<file path="config.mk">
export PLATFORM = sky130hd
export DESIGN_NAME = maint_xlate
export DESIGN_NICKNAME = d
export VERILOG_FILES = /design/src/rtl/maint_xlate.sv
export SDC_FILE = /design/constraint.sdc
export NUM_CORES = 1
export LEC_CHECK = 0
export BUFFER_PORTS_ARGS = -buffer_cell sky130_fd_sc_hd__buf_4
export CORE_MARGIN = 2
export CORE_UTILIZATION = 36
export DETAILED_ROUTE_END_ITERATION = 8
export GPL_TIMING_DRIVEN = 0
export PLACE_DENSITY_LB_ADDON = 0.1
export SYNTH_ARGS = -nofsm -noshare
export SYNTH_HDL_FRONTEND = slang
export SYNTH_SLANG_ARGS = --single-unit
</file>
<file path="constraint.sdc">
create_clock -name clk -period 5.4 [get_ports clk]
set_input_delay 0.81 -clock clk [delete_from_list [all_inputs] [get_ports clk]]
set_output_delay 0.81 -clock clk [all_outputs]
set_load 0.01 [all_outputs]
</file>
<file path="src/rtl/maint_xlate.sv">
module maint_xlate #(
  parameter int AW       = 32,
  parameter int WIN_W    = 22,
  parameter int DB_W     = 12,
  parameter int OFS_W    = 24,
  parameter int DEST_W   = 8,
  parameter int HOP_W    = 8,
  parameter int TMO_W    = 16,
  parameter logic [AW-1:0] TGT_ADDR = 32'hFFFF_0000
) (
  input  logic                 clk,
  input  logic                 rst_n,
  input  logic [AW-WIN_W-1:0]  win_page,
  input  logic [TMO_W-1:0]     tmo_limit,
  input  logic                 bus_valid,
  input  logic                 bus_write,
  input  logic [AW-1:0]        bus_addr,
  input  logic [1:0]           bus_size,
  input  logic [31:0]          bus_wdata,
  output logic                 bus_done,
  output logic [31:0]          bus_rdata,
  output logic                 bus_err,
  output logic                 pt_sel,
  output logic                 db_sel,
  output logic                 mreq_valid,
  input  logic                 mreq_ready,
  output logic                 mreq_write,
  output logic [DEST_W-1:0]    mreq_dest,
  output logic [HOP_W-1:0]     mreq_hop,
  output logic [OFS_W-1:0]     mreq_off,
  output logic [3:0]           mreq_be,
  output logic [31:0]          mreq_wdata,
  input  logic                 mrsp_valid,
  input  logic [31:0]          mrsp_data,
  input  logic                 mrsp_err
);
  localparam int EXT_W = OFS_W - WIN_W;
  localparam int DEST_LSB = 22;
  localparam int HOP_LSB = 12;
  localparam logic [AW-DB_W-1:0] DB_STEP = (AW-DB_W)'(1) << (WIN_W - DB_W);

  typedef enum logic [1:0] {S_IDLE, S_ISSUE, S_WAIT, S_DONE} state_t;

  state_t            state;
  logic [31:0]       tgt;
  logic [TMO_W-1:0]  cnt;
  logic [TMO_W:0]    cnt_nx;
  logic [1:0]        sz_q, a_q;
  logic [31:0]       rdata_q;
  logic              err_q;
  logic              win_hit, db_hit, tgt_hit;
  logic [AW-DB_W-1:0] db_page;

  function automatic logic [3:0] lane_be(input logic [1:0] sz, input logic [1:0] a);
    if (sz[1]) return 4'b1111;
    if (sz[0]) return a[1] ? 4'b0011 : 4'b1100;
    case (a)
      2'd0: return 4'b1000;
      2'd1: return 4'b0100;
      2'd2: return 4'b0010;
      default: return 4'b0001;
    endcase
  endfunction

  function automatic logic [31:0] lane_put(input logic [1:0] sz, input logic [1:0] a,
                                           input logic [31:0] w);
    if (sz[1]) return w;
    if (sz[0]) return a[1] ? {16'h0, w[15:0]} : {w[15:0], 16'h0};
    case (a)
      2'd0: return {w[7:0], 24'h0};
      2'd1: return {8'h0, w[7:0], 16'h0};
      2'd2: return {16'h0, w[7:0], 8'h0};
      default: return {24'h0, w[7:0]};
    endcase
  endfunction

  function automatic logic [31:0] lane_get(input logic [1:0] sz, input logic [1:0] a,
                                           input logic [31:0] d);
    if (sz[1]) return d;
    if (sz[0]) return a[1] ? {16'h0, d[15:0]} : {16'h0, d[31:16]};
    case (a)
      2'd0: return {24'h0, d[31:24]};
      2'd1: return {24'h0, d[23:16]};
      2'd2: return {24'h0, d[15:8]};
      default: return {24'h0, d[7:0]};
    endcase
  endfunction

  assign db_page = {win_page, {(WIN_W-DB_W){1'b0}}} + DB_STEP;
  assign tgt_hit = bus_addr == TGT_ADDR;
  assign win_hit = !tgt_hit && bus_addr[AW-1:WIN_W] == win_page;
  assign db_hit  = !tgt_hit && bus_addr[AW-1:DB_W] == db_page;

  assign pt_sel     = bus_valid && !tgt_hit && !win_hit && !db_hit;
  assign db_sel     = bus_valid && db_hit;
  assign mreq_valid = state == S_ISSUE;
  assign bus_done   = state == S_DONE;
  assign bus_rdata  = rdata_q;
  assign bus_err    = err_q;
  assign cnt_nx     = {1'b0, cnt} + 1'b1;

  always_ff @(posedge clk or negedge rst_n) begin
    if (!rst_n) begin
      state      <= S_IDLE;
      tgt        <= '0;
      cnt        <= '0;
      sz_q       <= '0;
      a_q        <= '0;
      rdata_q    <= '0;
      err_q      <= 1'b0;
      mreq_write <= 1'b0;
      mreq_dest  <= '0;
      mreq_hop   <= '0;
      mreq_off   <= '0;
      mreq_be    <= '0;
      mreq_wdata <= '0;
    end else begin
      case (state)
        S_IDLE: begin
          if (bus_valid && tgt_hit) begin
            rdata_q <= tgt;
            err_q   <= 1'b0;
            if (bus_write) tgt <= bus_wdata;
            state   <= S_DONE;
          end else if (bus_valid && win_hit) begin
            sz_q       <= bus_size;
            a_q        <= bus_addr[1:0];
            mreq_write <= bus_write;
            mreq_dest  <= tgt[DEST_LSB +: DEST_W];
            mreq_hop   <= tgt[HOP_LSB +: HOP_W];
            mreq_off   <= {tgt[EXT_W-1:0], bus_addr[WIN_W-1:2], 2'b00};
            mreq_be    <= lane_be(bus_size, bus_addr[1:0]);
            mreq_wdata <= lane_put(bus_size, bus_addr[1:0], bus_wdata);
            state      <= S_ISSUE;
          end
        end
        S_ISSUE: begin
          if (mreq_ready) begin
            cnt   <= '0;
            state <= S_WAIT;
          end
        end
        S_WAIT: begin
          if (mrsp_valid) begin
            rdata_q <= mrsp_err ? '1 : lane_get(sz_q, a_q, mrsp_data);
            err_q   <= mrsp_err;
            state   <= S_DONE;
          end else if (cnt_nx >= {1'b0, tmo_limit}) begin
            rdata_q <= '1;
            err_q   <= 1'b1;
            state   <= S_DONE;
          end else begin
            cnt <= cnt_nx[TMO_W-1:0];
          end
        end
        default: state <= S_IDLE;
      endcase
    end
  end
endmodule

</file>
* After elaboration in Yosys (flattened, before gate mapping)
Cells that the tools add are included.
** Storage, ports and cells
- Bits in latches :: 0
- Memories :: 0
- Register bits after elaboration :: 162
- Bits in writable memories :: 0
- Logic and storage cells :: 107
- ROM bits :: 0
** Operators by class
- Magnitude comparators :: 1
- Multiply operators :: 0
- Div/mod/pow operators :: 0
- Reduce and logical (&&, ||, !) cells :: 21
- Bitwise logic cells :: 1
- $add $sub $neg :: 2
- Mux-type cells :: 53
- Shift operators :: 0
- Equality and inequality tests :: 16
** Operators with widths (number)
- $mux 32 :: 13
- $pmux 32 s3 :: 1
- $mux 16 :: 4
- $pmux 32 s2 :: 1
- $eq 32x32->1 const B :: 1
- $pmux 16 s2 :: 1
- $pmux 8 s3 :: 1
- $add 20x11->20 const B :: 1
- $eq 20x20->1 :: 1
- $mux 4 :: 5
- $mux 1 :: 19
- $add 16x1->17 const B :: 1
- $ge 17x16->1 :: 1
- $pmux 4 s3 :: 1
- $reduce_and 3->1 :: 4
- $eq 10x10->1 :: 1
- $mux 2 :: 5
- $eq 2x2->1 const B :: 4
- $logic_and 1x1->1 :: 8
- $eq 2x1->1 const B :: 3
- $logic_not 2->1 :: 3
- $ne 2x2->1 const B :: 3
- $ne 3x3->1 const B :: 2
- $pmux 2 s3 :: 1
- 6 further kinds :: 9

* Longest topological paths before layout
- Word-level depth :: 13
- Depth in mapped cells :: 17

* Worst setup path after synthesis
No wires, ideal clock.
- Path kind :: reg-to-reg
- From :: reg cnt[0]
- To :: reg cnt[12]
- Cell stages (with the launch flop) :: 17
- Required time :: 5266 ps
- Arrival time :: 3576 ps
- Library setup time :: 134 ps
- Path slack :: 1690 ps
- Cells stage by stage :: dfrtp_1 ha_1 nand3_1 nor2_1 nand3_1 or3_1 xnor2_1 ha_1 nand2_1 nor4_1 a311o_1 a211o_1 or2_2 clkbuf_1 buf_2 a22oi_1 o22ai_1
** Between the ends
- Cells in the longest elaborated chain, start to end :: 4
- Elaborated cells between the ends (all ways) :: 7
- Classes of those cells :: 1 x add/sub; 1 x order compare; 1 x eq/ne; 3 x mux; 1 x reduce/logical
** Ends and longest elaborated chain
- start, declared :: RTL line 46 : logic [TMO_W-1:0] cnt;
- start signal, assigned :: RTL line 153 : cnt <= cnt_nx[TMO_W-1:0];
- $add 16x1->17 * :: RTL line 100 : assign cnt_nx = {1'b0, cnt} + 1'b1;
- $ge 17x16->1 or $mux 16 (tied branches) :: RTL line 148 : end else if (cnt_nx >= {1'b0, tmo_limit}) begin
- $ne 2x2->1 (no line) or $mux 16 (tied branches)
- $reduce_and 4->1 (no line) or $pmux 16 s2 (tied branches)
Every way passes the cells marked *; elsewhere a longest branch is shown, timed or not. The select of a mux whose other input is x is not followed.
A chain may end at the register's enable or synchronous reset.

* Worst setup path in the final report
- From :: reg cnt[0]
- To :: reg cnt[5]
Same word-level chain as after synthesis.

==> qor.yml <==
setup_path:
  path_cells: "ha_1, nand3_1, nor2_1, nand3_1, or3_1, xnor2_1, ha_1, nand2_1, nor4_1, a311o_1, a211o_1, nor3_1, a21oi_1, nor3_1"
  worst_path_top_cell_family_by_delay: "simple AND/OR/NAND/NOR gates"
  timing.setup.critical_path_class: "reg -> reg"
  worst-endpoint-arrival_ns: 4.85
  worst_setup_path_end_kind: "register"
  path_buf_inv: 0
  cpMaxStageDelayCell: "nor3_1"
  crit_required_ns: 5.73
  timing.critical_path.slowest_cell_delay_ns: 0.93
  crit_path_launch: "cnt[0]"
  critical_path_fanouts_max: 9
  critPathLaunchType: "register"
  worst_r2r_startpoint: "cnt[0]"
synth:
  synthCells: 865
  synth-edff-count: 0
  mappedNetlistArea_um2: 8540
  syn-mean-instance-area_um2: 9.87
  postSynth.topFlopCell: "dfrtp_1"
  ys_seq_area_frac: 0.475
  synth.distinct_cells: 55
  asyncSetResetFlopFracSynth: 1.00
  ys_seq_elements: 162
  ys.warnings.count: 0
drt:
  drt_first_pass_iters: 5
  overall_via_count_from_detail_route: 7568
  post_drt_wl_per_cell_um: 19.2
  final_antenna_net_count: 0
  number_of_remaining_drc_errors: 0
  routed_via_density: 5.19
  routed_wl_um: 28000
  drt_iter0_markers: 409
clock_network:
  cts_hold_buf: 0
  tritoncts_num_sinks: 162
  htree_num_levels: 4
  clockRootBuffer: "clkbuf_16"
  cts.repair_timing.setup_buffer_count: 0
  worst_setup_hold_path_clk_slew_ns: 0.07
  count_of_cells_resized_by_post_cts_repair: 0
  tritoncts.num_buffers: 17
  cts-root-to-sink-buffers: 2
  tritoncts: "built"
  insertion_delay_ns: 0.42
grt:
  globalRouteTotalUtil: 0.225
  grt_start_max_net_pins: 117
  antenna_violations_before_repair: 0
  global_route.overflow_total: 0
  grt_first_pass_wirelength_um: 42700
  grt_pass1_vias: 7374
placed_design:
  numPortBuffers: 240
  dp_hpwl_um: 21100
  place_congestion: 0.850
  dpl_cell_area_um2: 10800
final_layout:
  postLayoutCellArea_um2: 11400
  fillerInstances: 2331
  drive_above_1_share: 0.341
  areaGrowthSynthToFinish_pct: 33.0
  antenna-diode-count: 0
  nets: 1279
power_and_ir_drop:
  vdd_ir_drop_max_mv: 0.194
  power.static_leakage_nw: 5.50
  power-per-cell-area_nw_per_um2: 344
hold_path:
  worstHoldPathType: "in -> async"
floorplanning:
  chipHeight_um: 158
  core_area_um2: 23400
  start_util: 0.365
  num_rows: 56
  die_w_um: 158
  design.die.area_um2: 25000
  boundaryPins: 245
timing:
  worst-slew-pin-transition_ns: 1.15
  max_slew_margin_vs_limit: 0.230
  setup-violations-final: 0
  finalHoldViolations: 0
  post-route-period-util: 0.838
  timing.setup.tns_ns: 0
  period_needed_ns: 4.53
  worst_clock_skew_ns: 0.0109
  rsz0062_at_grt: "false"
  pins_over_slew_limit: 0
  fmaxAchievable_ghz: 0.221
outcome:
  run_status: "complete, no violations"
run:
  max_cap_viol_count: 0
-- worst reg2reg max path, delay by kind of cell, from the launching register on --
family                     cells  cell delay [ns]
AOI/OAI and AO/OA              3             0.80
xor gates and xnor gates       1             0.21
adders and majority gates      2             0.58
DFF                            1             0.47
and+or+nand+nor                8             2.38
-- kinds of logic (layout without fill, tap and decap cells) --
group,after synthesis,count (layout),share of synthesized area
buffers and inverters,86,358,0.0428
muxes,94,94,0.123
xor gates and xnor gates,30,30,0.0308
DFF,162,162,0.475
other,1,2,0.000439
and+or+nand+nor,235,235,0.125
adders and majority gates,22,22,0.0322
AOI/OAI and AO/OA,235,235,0.170
-- layout make-up --
cell class                 instances  area (µm²)  area share
sequential                       162        4050       0.357
buffer                            56         253      0.0223
tap                              319         399      0.0351
multi-input combinational        618        4120       0.363
clock inverter                    14         154      0.0136
timing repair buffer             241        1840       0.162
clock buffer                      17         425      0.0375
inverter                          30         113     0.00992
-- final timing paths --
path,slack (ns),end,depth (start not counted)
min reg2reg,0.49,a_q[0],2
max in group asynchronous,4.19,mreq_off[13],2
max reg2reg,0.87,cnt[5],14
min,0.29,bus_rdata[17],1
max,0.87,cnt[5],14
min in group clk,0.49,a_q[0],2
-- cell usage after synthesis, drive strengths merged, types with 2 or more instances --
| cell | count | area share |
|---|---|---|
| inv | 30 | 0.013 |
| mux2 | 90 | 0.12 |
| a211o | 3 | 0.0031 |
| dfrtp | 162 | 0.47 |
| nand2b | 2 | 0.0015 |
| ha | 22 | 0.032 |
| xnor2 | 20 | 0.021 |
| a211oi | 8 | 0.0070 |
| or4 | 2 | 0.0018 |
| o22ai | 26 | 0.019 |
| nand4 | 12 | 0.0088 |
| nor2 | 44 | 0.019 |
| a31oi | 2 | 0.0015 |
| a2bb2oi | 8 | 0.0082 |
| xor2 | 10 | 0.010 |
| a22oi | 32 | 0.028 |
| nand3 | 14 | 0.0082 |
| o21bai | 2 | 0.0018 |
| buf | 24 | 0.016 |
| clkbuf | 32 | 0.014 |
| nor4b | 2 | 0.0021 |
| nor2b | 9 | 0.0066 |
| and3 | 3 | 0.0022 |
| a21o | 5 | 0.0044 |
| and4 | 2 | 0.0021 |
| nor3 | 18 | 0.011 |
| nand2 | 109 | 0.048 |
| a22o | 8 | 0.0082 |
| mux2i | 4 | 0.0047 |
| nor3b | 3 | 0.0026 |
| and2 | 2 | 0.0015 |
| a21oi | 73 | 0.045 |
| or2 | 2 | 0.0015 |
| nor4 | 9 | 0.0066 |
| o21ai | 59 | 0.035 |
-- cells in the final DEF, fill, tap and decap left out, types with 6 or more instances in the layout --
master and instances:
dfrtp_1 162, nand4_1 12, nor2b_1 9, nor2_1 44, a211oi_1 8, inv_1 30
nor4_1 9, xnor2_1 20, nor3_1 17, o21ai_0 58, a2bb2oi_1 8, mux2_2 90
o22ai_1 26, buf_4 241, clkbuf_16 17, inv_6 6, ha_1 22, nand2_1 109
nand3_1 14, xor2_1 10, a22o_1 8, a22oi_1 32, clkbuf_1 32, a21oi_1 70
buf_2 16
-- registers in the layout, summed over array words and instances, names as in the netlist --
name,cells
bus_rdata,32
mreq_wdata,32
tgt,32
mreq_off,22
cnt,16
mreq_dest,8
mreq_hop,8
mreq_be,4
a_q,2
state,2
sz_q,2
bus_err,1
mreq_write,1
-- layer usage --
layer	track usage	wire (µm)	up-vias
met3	0.0446	2030	20
met1	0.335	13300	3640
met4	0.0493	267	0
met5	0	0	-
met2	0.340	12300	274
li1	-	-	3634
-- power breakdown --
group / internal (mW) / leakage [nW] / switching, mW
registers: 1.36 / 2.18 / 0.105
logic: 0.544 / 3.04 / 0.667
clock network: 0.687 / 0.277 / 0.542
-- per-stage QoR --
step | hold WS [ns] | setup slack, ns | utilization | power, mW | cells
after detailed placement | 0.472 | 0.873 | 0.460 | 2.71 | 1426
after floorplan | 0.442 | 1.69 | - | 2.13 | 866
final | 0.286 | 0.874 | 0.485 | 3.91 | 1457
after global placement | 0.467 | 0.912 | 0.459 | 2.68 | 1425
after CTS | 0.290 | 0.861 | 0.485 | 3.94 | 1457
after global routing | 0.302 | 0.470 | 0.485 | 4.11 | 1457
No activity file was read; power rests on OpenSTA's default activity.
